File: config.mk
export PLATFORM = sky130hd
export DESIGN_NAME = spi_port
export DESIGN_NICKNAME = d
export VERILOG_FILES = /design/src/rtl/spi_port.sv
export SDC_FILE = /design/constraint.sdc
export NUM_CORES = 1
export LEC_CHECK = 0
export ABC_AREA = 1
export BUFFER_PORTS_ARGS = -buffer_cell sky130_fd_sc_hd__buf_2
export CAP_MARGIN = 20
export CORE_MARGIN = 3
export CORE_UTILIZATION = 45
export DETAILED_ROUTE_END_ITERATION = 7
export GPL_ROUTABILITY_DRIVEN = 0
export PLACE_DENSITY = 0.7
export SETUP_SLACK_MARGIN = 0.5
export SLEW_MARGIN = 20
export SYNTH_ARGS = -nofsm -noshare
export SYNTH_HDL_FRONTEND = slang
export SYNTH_SLANG_ARGS = --single-unit
File: constraint.sdc
create_clock -name clk -period 1.75 [get_ports clk]
set_clock_uncertainty 0.1 [all_clocks]
set_input_delay 0.2625 -clock clk [delete_from_list [all_inputs] [get_ports clk]]
set_output_delay 0.2625 -clock clk [all_outputs]
set_load 0.005 [all_outputs]
File: src/rtl/spi_port.sv
module spi_port (
  input  logic       clk,
  input  logic       rst_n,
  input  logic [1:0] bus_addr,
  input  logic       bus_wr,
  input  logic       bus_rd,
  input  logic [7:0] bus_wdata,
  output logic [7:0] bus_rdata,
  output logic       irq,
  input  logic       sck_in,
  output logic       sck_out,
  input  logic       mosi_in,
  output logic       mosi_out,
  input  logic       miso_in,
  output logic       miso_out,
  input  logic       ss_n
);

  localparam logic [1:0] A_CTRL = 2'd0;
  localparam logic [1:0] A_STAT = 2'd1;
  localparam logic [1:0] A_DATA = 2'd2;

  logic       ctl_en, ctl_mstr, ctl_tie;
  logic       mf_en;
  logic [1:0] rate;
  logic       rx_full, ovf, mfault, tx_empty;
  logic       ovf_arm, mf_arm;
  logic [7:0] tx_buf, rx_data, shreg;
  logic       samp, busy, sck_q, s_active;
  logic [2:0] bcnt;
  logic [6:0] div_cnt, div_lim;
  logic [2:0] sck_s;
  logic [1:0] mosi_s, ss_s;

  wire wr_ctrl = bus_wr && bus_addr == A_CTRL;
  wire wr_stat = bus_wr && bus_addr == A_STAT;
  wire wr_data = bus_wr && bus_addr == A_DATA;
  wire rd_stat = bus_rd && bus_addr == A_STAT;
  wire rd_data = bus_rd && bus_addr == A_DATA;

  wire is_m = ctl_en && ctl_mstr;
  wire is_s = ctl_en && !ctl_mstr;

  always_comb begin
    case (rate)
      2'd0:    div_lim = 7'd1;
      2'd1:    div_lim = 7'd7;
      2'd2:    div_lim = 7'd31;
      default: div_lim = 7'd127;
    endcase
  end

  wire tick   = busy && div_cnt == div_lim;
  wire s_rise = !ss_s[1] && sck_s[1] && !sck_s[2];
  wire s_fall = !ss_s[1] && !sck_s[1] && sck_s[2];
  wire rise   = is_m ? (tick && !sck_q) : (is_s && s_rise);
  wire fall   = is_m ? (tick && sck_q) : (is_s && s_fall);
  wire last   = fall && bcnt == 3'd7;
  wire [7:0] new_byte = {shreg[6:0], samp};

  wire load = !tx_empty && ((is_m && !busy) || (is_s && !s_active));

  wire ovf_set = last && rx_full && !rd_data;
  wire mf_set  = ctl_en && mf_en && (ctl_mstr ? !ss_s[1] : (s_active && ss_s[1]));

  always_ff @(posedge clk or negedge rst_n) begin
    if (!rst_n) begin
      sck_s  <= '0;
      mosi_s <= '0;
      ss_s   <= 2'b11;
    end else begin
      sck_s  <= {sck_s[1:0], sck_in};
      mosi_s <= {mosi_s[0], mosi_in};
      ss_s   <= {ss_s[0], ss_n};
    end
  end

  always_ff @(posedge clk or negedge rst_n) begin
    if (!rst_n) begin
      shreg    <= '0;
      samp     <= 1'b0;
      busy     <= 1'b0;
      sck_q    <= 1'b0;
      div_cnt  <= '0;
      bcnt     <= '0;
      s_active <= 1'b0;
    end else if (!ctl_en) begin
      busy     <= 1'b0;
      sck_q    <= 1'b0;
      div_cnt  <= '0;
      bcnt     <= '0;
      s_active <= 1'b0;
    end else begin
      if (load) begin
        shreg <= tx_buf;
        if (is_m) begin
          busy    <= 1'b1;
          div_cnt <= '0;
          sck_q   <= 1'b0;
        end
      end
      if (is_m && busy) begin
        if (tick) begin
          div_cnt <= '0;
          sck_q   <= !sck_q;
        end else begin
          div_cnt <= div_cnt + 7'd1;
        end
      end
      if (rise) samp <= is_m ? miso_in : mosi_s[1];
      if (fall) begin
        shreg <= new_byte;
        bcnt  <= bcnt + 3'd1;
        if (bcnt == 3'd7) begin
          busy     <= 1'b0;
          s_active <= 1'b0;
        end
      end
      if (!is_m) begin
        busy  <= 1'b0;
        sck_q <= 1'b0;
      end
      if (is_s) begin
        if (ss_s[1]) begin
          s_active <= 1'b0;
          bcnt     <= '0;
        end else if (s_rise) begin
          s_active <= 1'b1;
        end
      end
    end
  end

  always_ff @(posedge clk or negedge rst_n) begin
    if (!rst_n) begin
      ctl_en   <= 1'b0;
      ctl_mstr <= 1'b0;
      ctl_tie  <= 1'b0;
      mf_en    <= 1'b0;
      rate     <= 2'd0;
      tx_buf   <= '0;
      tx_empty <= 1'b1;
      rx_data  <= '0;
      rx_full  <= 1'b0;
      ovf      <= 1'b0;
      ovf_arm  <= 1'b0;
      mfault   <= 1'b0;
      mf_arm   <= 1'b0;
    end else begin
      if (wr_ctrl) {ctl_tie, ctl_mstr, ctl_en} <= bus_wdata[2:0];
      if (wr_stat) begin
        mf_en <= bus_wdata[4];
        rate  <= bus_wdata[1:0];
      end

      if (wr_data) begin
        tx_buf   <= bus_wdata;
        tx_empty <= 1'b0;
      end else if (load) begin
        tx_empty <= 1'b1;
      end

      if (last && (!rx_full || rd_data)) begin
        rx_data <= new_byte;
        rx_full <= 1'b1;
      end else if (rd_data) begin
        rx_full <= 1'b0;
      end

      if (ovf_set) ovf <= 1'b1;
      else if (rd_data && ovf_arm) ovf <= 1'b0;
      if (rd_stat) ovf_arm <= ovf;
      else if (rd_data) ovf_arm <= 1'b0;

      if (mf_set) mfault <= 1'b1;
      else if (wr_ctrl && mf_arm) mfault <= 1'b0;
      if (rd_stat) mf_arm <= mfault;
      else if (wr_ctrl) mf_arm <= 1'b0;
    end
  end

  always_comb begin
    case (bus_addr)
      A_CTRL:  bus_rdata = {5'd0, ctl_tie, ctl_mstr, ctl_en};
      A_STAT:  bus_rdata = {rx_full, ovf, mfault, mf_en, tx_empty, 1'b0, rate};
      A_DATA:  bus_rdata = rx_data;
      default: bus_rdata = 8'd0;
    endcase
  end

  assign irq      = tx_empty && ctl_tie && ctl_en;
  assign sck_out  = sck_q;
  assign mosi_out = is_m && shreg[7];
  assign miso_out = is_s && !ss_s[1] && shreg[7];

  a_r6_keep_old: assert property (@(posedge clk) disable iff (!rst_n)
    $rose(ovf) |-> $stable(rx_data));

  a_r7_ovf_clear_by_read: assert property (@(posedge clk) disable iff (!rst_n)
    $fell(ovf) |-> $past(rd_data));

  a_r10_mf_clear_by_ctrl: assert property (@(posedge clk) disable iff (!rst_n)
    $fell(mfault) |-> $past(wr_ctrl && mf_arm));

  a_r8_mf_needs_enable: assert property (@(posedge clk) disable iff (!rst_n)
    $rose(mfault) |-> $past(mf_en && ctl_en));

  a_r5_sck_idle: assert property (@(posedge clk) disable iff (!rst_n)
    !busy |-> !sck_q);

  a_r3_txe_on_handoff: assert property (@(posedge clk) disable iff (!rst_n)
    $rose(tx_empty) |-> $past(ctl_en));

endmodule

Word-level counts from Yosys, hierarchy flattened. Index checks and enable logic that the tools add are counted.

Flip-flop bits (word level): 57. Input port bits: 18. Output and inout port bits: 12. Word-level logic and storage cells: 135.

Add/subtract/negate cells: 2. Equal/unequal tests: 8. Mux-type cells: 44. Reductions and logical operators: 58.

Operators by type and width (count): 7-bit 2-to-1 mux (5); 1-bit logical AND (34); 1-bit 2-to-1 mux (31); 8-bit case mux with 3 select lines (1); 7-bit case mux with 3 select lines (1); 8-bit 2-to-1 mux (2); 2-bit nonzero test (7); 3-bit 2-to-1 mux (4); 1-bit zero test (10); 7-bit by 1-bit adder with 7-bit output, second input constant (1); 7-bit equality test (1); 3-bit by 1-bit != test with 1-bit output, second input constant (2); 2-bit AND reduction (3); 2-bit by 1-bit equality test with 1-bit output, second input constant (2); 2-bit equality test, second input constant (2); 2-bit zero test (2); 3-bit by 1-bit adder with 3-bit output, second input constant (1); 3-bit equality test, second input constant (1); 1-bit logical OR (2).

Longest topological paths before layout.
Word-level depth: 11. Mapped depth: 13. Gate-level depth less buffers: 11.

Least setup slack after synthesis. No wires, ideal clock.

Path type: reg-to-reg. From: register rate[0]. To: register rx_data[4]. Library setup time: 0.118 ns. Arrival time: 1.478 ns. Data required time: 1.532 ns. Setup slack: 0.055 ns. Stages on the path, launching flop included: 11. Path buffers: 2. Period minus slack after synthesis: 1.695 ns. Cell sequence: dfrtp_1 buf_4 o21ai_0 nand2_1 nor2_2 nand3_4 nand2_4 nand3_4 buf_6 nand2_2 o21ai_2.

Cells in the longest elaborated chain, start to end: 8. Elaborated cells on any way between the ends: 10. Classes of those cells: eq/ne (3); mux (2); reduce/logical (5).

RTL lines: start: declaration (line 25) `logic [1:0] rate;`; start signal: assignment (line 153) `rate <= bus_wdata[1:0];`; 2-bit equality test (tied with other cells) (line 45) `case (rate)`; 7-bit case mux with 3 select lines * (line 45); 7-bit equality test * (line 53) `wire tick = busy && div_cnt == div_lim;`; 1-bit logical AND * (line 53); 1-bit logical AND * (line 57) `wire fall = is_m ? (tick && sck_q) : (is_s && s_fall);`; 1-bit 2-to-1 mux * (line 57); 1-bit logical AND * (line 58) `wire last = fall && bcnt == 3'd7;`; 1-bit logical AND * (line 163) `if (last && (!rx_full || rd_data)) begin`; end signal: assignment (line 164) `rx_data <= new_byte;`; end: declaration (line 28) `logic [7:0] tx_buf, rx_data, shreg;`.

Mark *: on every way between the ends. The rest lies on a longest branch, timed or not. A chain may end at the register's enable or synchronous reset.

Worst setup path in the final report.
From: register rate[1]. To: register shreg[4].

Cells in the longest elaborated chain, start to end: 8. Elaborated cells on any way between the ends: 11. Classes of those cells: eq/ne (3); mux (3); reduce/logical (5).

RTL lines: 2-bit equality test (tied with other cells) (line 45); 7-bit case mux with 3 select lines * (line 45); 7-bit equality test * (line 53); 1-bit logical AND * (line 53); 1-bit logical AND * (line 57); 1-bit 2-to-1 mux * (line 57); 2-bit nonzero test (no source line); 2-bit AND reduction (no source line); end signal: assignment (line 95) `shreg <= tx_buf;`; end signal: assignment (line 112) `shreg <= new_byte;`; end: declaration (line 28).

Marked as above.

==> flow_results.xml <==
<?xml version="1.0" encoding="UTF-8"?>
<metrics>
  <group name="min_path">
    <metric name="min-delay-start" unit="">bus_wdata[3]</metric>
    <metric name="hold_critical_path_endpoint" unit="">tx_buf[3]</metric>
    <metric name="worstHoldPathCells" unit="">3</metric>
    <metric name="hold_path.class" unit="">in -&gt; reg</metric>
  </group>
  <group name="final_layout">
    <metric name="drive_gt1_share" unit="%">43.9</metric>
    <metric name="flow.area_growth_from_synthesis" unit="%">37.5</metric>
    <metric name="multiInputGateArea" unit="mm²">0.00140</metric>
    <metric name="num-nets-final" unit="">436</metric>
    <metric name="final_cell_count_no_fill" unit="">494</metric>
    <metric name="area.sequential" unit="mm²">0.00143</metric>
    <metric name="fillCellCount" unit="">478</metric>
    <metric name="diodes_inserted" unit="">0</metric>
  </group>
  <group name="drt">
    <metric name="vias_per_cell" unit="">5.26</metric>
    <metric name="drt-total-wl" unit="µm">7550</metric>
    <metric name="drt-wirelength-per-cell" unit="µm">15.3</metric>
    <metric name="drtIter0Drc" unit="">179</metric>
    <metric name="detailed_route_via_count" unit="">2600</metric>
    <metric name="drc_errors" unit="">0</metric>
    <metric name="postRouteAntennaNets" unit="">0</metric>
    <metric name="drt_pass1_iterations" unit="">5</metric>
  </group>
  <group name="yosys">
    <metric name="post_synth.cell_area_avg" unit="µm²">8.51</metric>
    <metric name="synth_edf_count" unit="">0</metric>
    <metric name="synth.lib_cells_used.distinct" unit="">30</metric>
    <metric name="netlist.area_leader.share" unit="%">47.7</metric>
    <metric name="dominant_register_cell_in_the_synthesized_netlist" unit="">sky130_fd_sc_hd__dfrtp_1</metric>
    <metric name="synth-seq-cells" unit="">57</metric>
    <metric name="syn_inst" unit="">333</metric>
    <metric name="syn-cell-area" unit="mm²">0.00283</metric>
    <metric name="synth.area.top_cells" unit="">sky130_fd_sc_hd__dfrtp_1 48%, sky130_fd_sc_hd__nand2_1 9.0%, sky130_fd_sc_hd__o21ai_0 6.7%, sky130_fd_sc_hd__inv_1 6.2%, sky130_fd_sc_hd__nand3_1 4.4%</metric>
    <metric name="synth-async-reset-ratio" unit="%">100</metric>
    <metric name="synth.yosys.seq_area_share" unit="%">50.5</metric>
    <metric name="ys_warn_count" unit="">0</metric>
    <metric name="yosys.area.top_type" unit="">sky130_fd_sc_hd__dfrtp_1</metric>
    <metric name="synth_nets" unit="">354</metric>
  </group>
  <group name="clocking">
    <metric name="clock_path_buffers" unit="">2</metric>
    <metric name="clock_sink_count" unit="">57</metric>
    <metric name="insertion_delay" unit="ps">340</metric>
    <metric name="clock-root-buffer" unit="">sky130_fd_sc_hd__clkbuf_8</metric>
    <metric name="cts_max_level" unit="">3</metric>
    <metric name="clock_tree_from_tritoncts" unit="">built</metric>
    <metric name="tritoncts.num_buffers" unit="">9</metric>
    <metric name="clk_pin_slew_worst_paths" unit="ps">60</metric>
  </group>
  <group name="critical_path">
    <metric name="cp-start-kind" unit="">flop</metric>
    <metric name="cp_data_arrival_time" unit="ps">1910</metric>
    <metric name="reg2regPathDepth" unit="">12</metric>
    <metric name="critical_path.reg2reg.endpoint" unit="">shreg[4]</metric>
    <metric name="crit_type" unit="">reg -&gt; reg</metric>
    <metric name="critical_path.endpoint_type" unit="">flop</metric>
    <metric name="setup.reg_to_reg.worst_slack" unit="ps">-40</metric>
    <metric name="cp_max_fo" unit="">7</metric>
    <metric name="worstReg2RegStart" unit="">rate[1]</metric>
    <metric name="cp.required" unit="ps">1870</metric>
  </group>
  <group name="run_status">
    <metric name="outcome" unit="">complete, but fails checks</metric>
    <metric name="violations" unit="">setup timing</metric>
  </group>
  <group name="global_routing">
    <metric name="grtUsageTotal" unit="%">20.4</metric>
    <metric name="remaining_overflow_grt" unit="">0</metric>
    <metric name="grt_start_max_net_pins" unit="">58</metric>
    <metric name="grt_first_pass_wirelength" unit="µm">11600</metric>
    <metric name="grt_pass1_vias" unit="">2415</metric>
    <metric name="antenna_found_initial" unit="">0</metric>
  </group>
  <group name="floorplanning">
    <metric name="die_h" unit="µm">85.4</metric>
    <metric name="row_count" unit="">28</metric>
    <metric name="floorplan.io_pins" unit="">30</metric>
    <metric name="initial_core_util" unit="%">47.0</metric>
    <metric name="core_area" unit="mm²">0.00603</metric>
    <metric name="die_area" unit="mm²">0.00729</metric>
    <metric name="floorplan.die.width" unit="µm">85.4</metric>
  </group>
  <group name="sta">
    <metric name="fmax" unit="MHz">560</metric>
    <metric name="worst_slack" unit="ps">-36.9</metric>
    <metric name="ratio_of_final_minimum_period_to_clock_period" unit="%">102</metric>
    <metric name="worst_max_slew_margin_expressed_relative_to_the_limit" unit="%">73.5</metric>
    <metric name="max_slew.worst_pin.slew" unit="ps">396</metric>
    <metric name="count_of_final_max_slew_check_failures" unit="">0</metric>
    <metric name="fin_hold_ws" unit="ps">62.9</metric>
    <metric name="finalSetupViolations" unit="">1</metric>
    <metric name="final.min_clock_period" unit="ps">1790</metric>
    <metric name="totalNegativeSetupSlack" unit="ps">-36.9</metric>
    <metric name="setup_repair_after_global_routing_missed_its_margin" unit="">yes</metric>
    <metric name="timing_hold_violations_final" unit="">0</metric>
  </group>
  <group name="pwr">
    <metric name="static-leakage-power" unit="nW">1.95</metric>
    <metric name="worst_ir_drop_vdd" unit="mV">0.723</metric>
    <metric name="power.density" unit="mW/mm²">976</metric>
  </group>
  <group name="placed_design">
    <metric name="placement.setup.worst_slack" unit="ps">-26.7</metric>
    <metric name="placedCellCount" unit="">450</metric>
    <metric name="dp.final_hpwl" unit="µm">4810</metric>
    <metric name="place.port_buffers" unit="">29</metric>
  </group>
  <group name="flow_run">
    <metric name="timing.max_cap.violations" unit="">0</metric>
  </group>
</metrics>
[critical path: stages (launching register included)]
cell and delay (ps):
sky130_fd_sc_hd__dfrtp_2 470, sky130_fd_sc_hd__inv_4 60, sky130_fd_sc_hd__nand2_2 80, sky130_fd_sc_hd__nand2_2 50
sky130_fd_sc_hd__nand2_2 60, sky130_fd_sc_hd__nand2_2 60, sky130_fd_sc_hd__nor2_4 120, sky130_fd_sc_hd__nand3_4 140
sky130_fd_sc_hd__nand2_8 150, sky130_fd_sc_hd__buf_8 150, sky130_fd_sc_hd__nand2_1 80, sky130_fd_sc_hd__nand3_1 70
sky130_fd_sc_hd__o21ai_1 70
[per-layer routing]
| layer | up-vias | wire length (µm) | share of wire (%) | track usage, % |
|---|---|---|---|---|
| li1 | 1249 | - | - | - |
| met1 | 1237 | 3290 | 44 | 27.7 |
| met2 | 98 | 3630 | 48 | 31.1 |
| met3 | 16 | 432 | 5.7 | 5.44 |
| met4 | 0 | 197 | 2.6 | 7.77 |
| met5 | - | 0 | 0 | 0 |
[cell usage after synthesis (3+ instances only)]
cell type	instances
sky130_fd_sc_hd__nand2_1	68
sky130_fd_sc_hd__dfstp_2	3
sky130_fd_sc_hd__inv_2	5
sky130_fd_sc_hd__nand3_1	25
sky130_fd_sc_hd__a22o_1	3
sky130_fd_sc_hd__o21ai_2	8
sky130_fd_sc_hd__xor2_1	8
sky130_fd_sc_hd__o21ai_0	38
sky130_fd_sc_hd__buf_4	5
sky130_fd_sc_hd__inv_1	47
sky130_fd_sc_hd__dfrtp_1	54
sky130_fd_sc_hd__a21oi_1	12
sky130_fd_sc_hd__nor2_1	20
sky130_fd_sc_hd__nand2_2	5
sky130_fd_sc_hd__nor3_1	3
sky130_fd_sc_hd__nand4_1	9
sky130_fd_sc_hd__ha_1	3
[logic make-up (layout without fill, tap and decap cells)]
family	Yosys count	after routing	share of synthesized area, %
adder cells (fa/ha/maj)	3	3	1.32
AO/OA/AOI/OAI	65	65	13.3
XOR/XNOR	9	9	2.78
AND/OR/NAND/NOR	139	140	23.0
flip-flops	57	57	50.5
buffers and inverters	60	145	9.14
[power breakdown]
group | internal [mW] | total, mW | switching, mW
registers | 1.52 | 1.62 | 0.105
logic | 0.381 | 0.955 | 0.574
clock network | 0.722 | 1.22 | 0.501
total | 2.62 | 3.80 | 1.18
[timing repair]
item	CTS	global route
setup buffers	10	14
pin swaps	16	23
endpoints found under the setup margin	43	45
gates cloned	1	0
resized for setup	38	55
hold buffers	4	0
hold endpoints to repair	57	0
[worst max-delay path by stage]
stage	slack, ps	end	start	cells after the start
global placement	10	rx_data[6]	rate[0]	11
detailed placement	-30	rx_data[2]	div_cnt[2]	9
CTS	80	bcnt[2]	rate[0]	12
finish	-40	shreg[4]	rate[1]	12
global route	-120	shreg[4]	rate[1]	12
floorplan	100	rx_data[4]	rate[0]	10
[metrics by stage]
step / power (mW) / utilization, % / instance area (µm²)
after floorplan: 2.05 / - / 2880
final: 3.80 / 64.7 / 3900
after global placement: 2.27 / 53.2 / 3210
after detailed placement: 2.29 / 53.2 / 3210
after global routing: 3.98 / 64.7 / 3900
after CTS: 3.61 / 60.1 / 3620
[layout make-up]
type	instances	area share (%)
Sequential cell	57	36.8
Timing Repair Buffer	78	14.7
Clock buffer	12	3.98
Clock inverter	3	1.03
Multi-Input combinational cell	217	35.9
Inverter	52	5.14
Tap cell	75	2.41
[cell usage in the layout (no fill, tap or decap), types with 10 or more instances in the layout]
master	count
sky130_fd_sc_hd__buf_4	35
sky130_fd_sc_hd__nand2_1	36
sky130_fd_sc_hd__buf_2	29
sky130_fd_sc_hd__o21ai_0	18
sky130_fd_sc_hd__a21oi_1	10
sky130_fd_sc_hd__o21ai_2	17
sky130_fd_sc_hd__nor2_1	17
sky130_fd_sc_hd__inv_2	11
sky130_fd_sc_hd__inv_1	39
sky130_fd_sc_hd__o21ai_1	11
sky130_fd_sc_hd__nand2_2	34
sky130_fd_sc_hd__clkbuf_8	11
sky130_fd_sc_hd__nand3_1	20
sky130_fd_sc_hd__dfrtp_1	51
[sequential cells by signal, summed over array words and instances (netlist names), 2 cells and up]
signal and flops:
bcnt 3, div_cnt 7, mosi_s 2, rate 2, rx_data 8, sck_s 3, shreg 8, ss_s 2
tx_buf 8
Note: power is estimated with default switching activity, not from simulation.
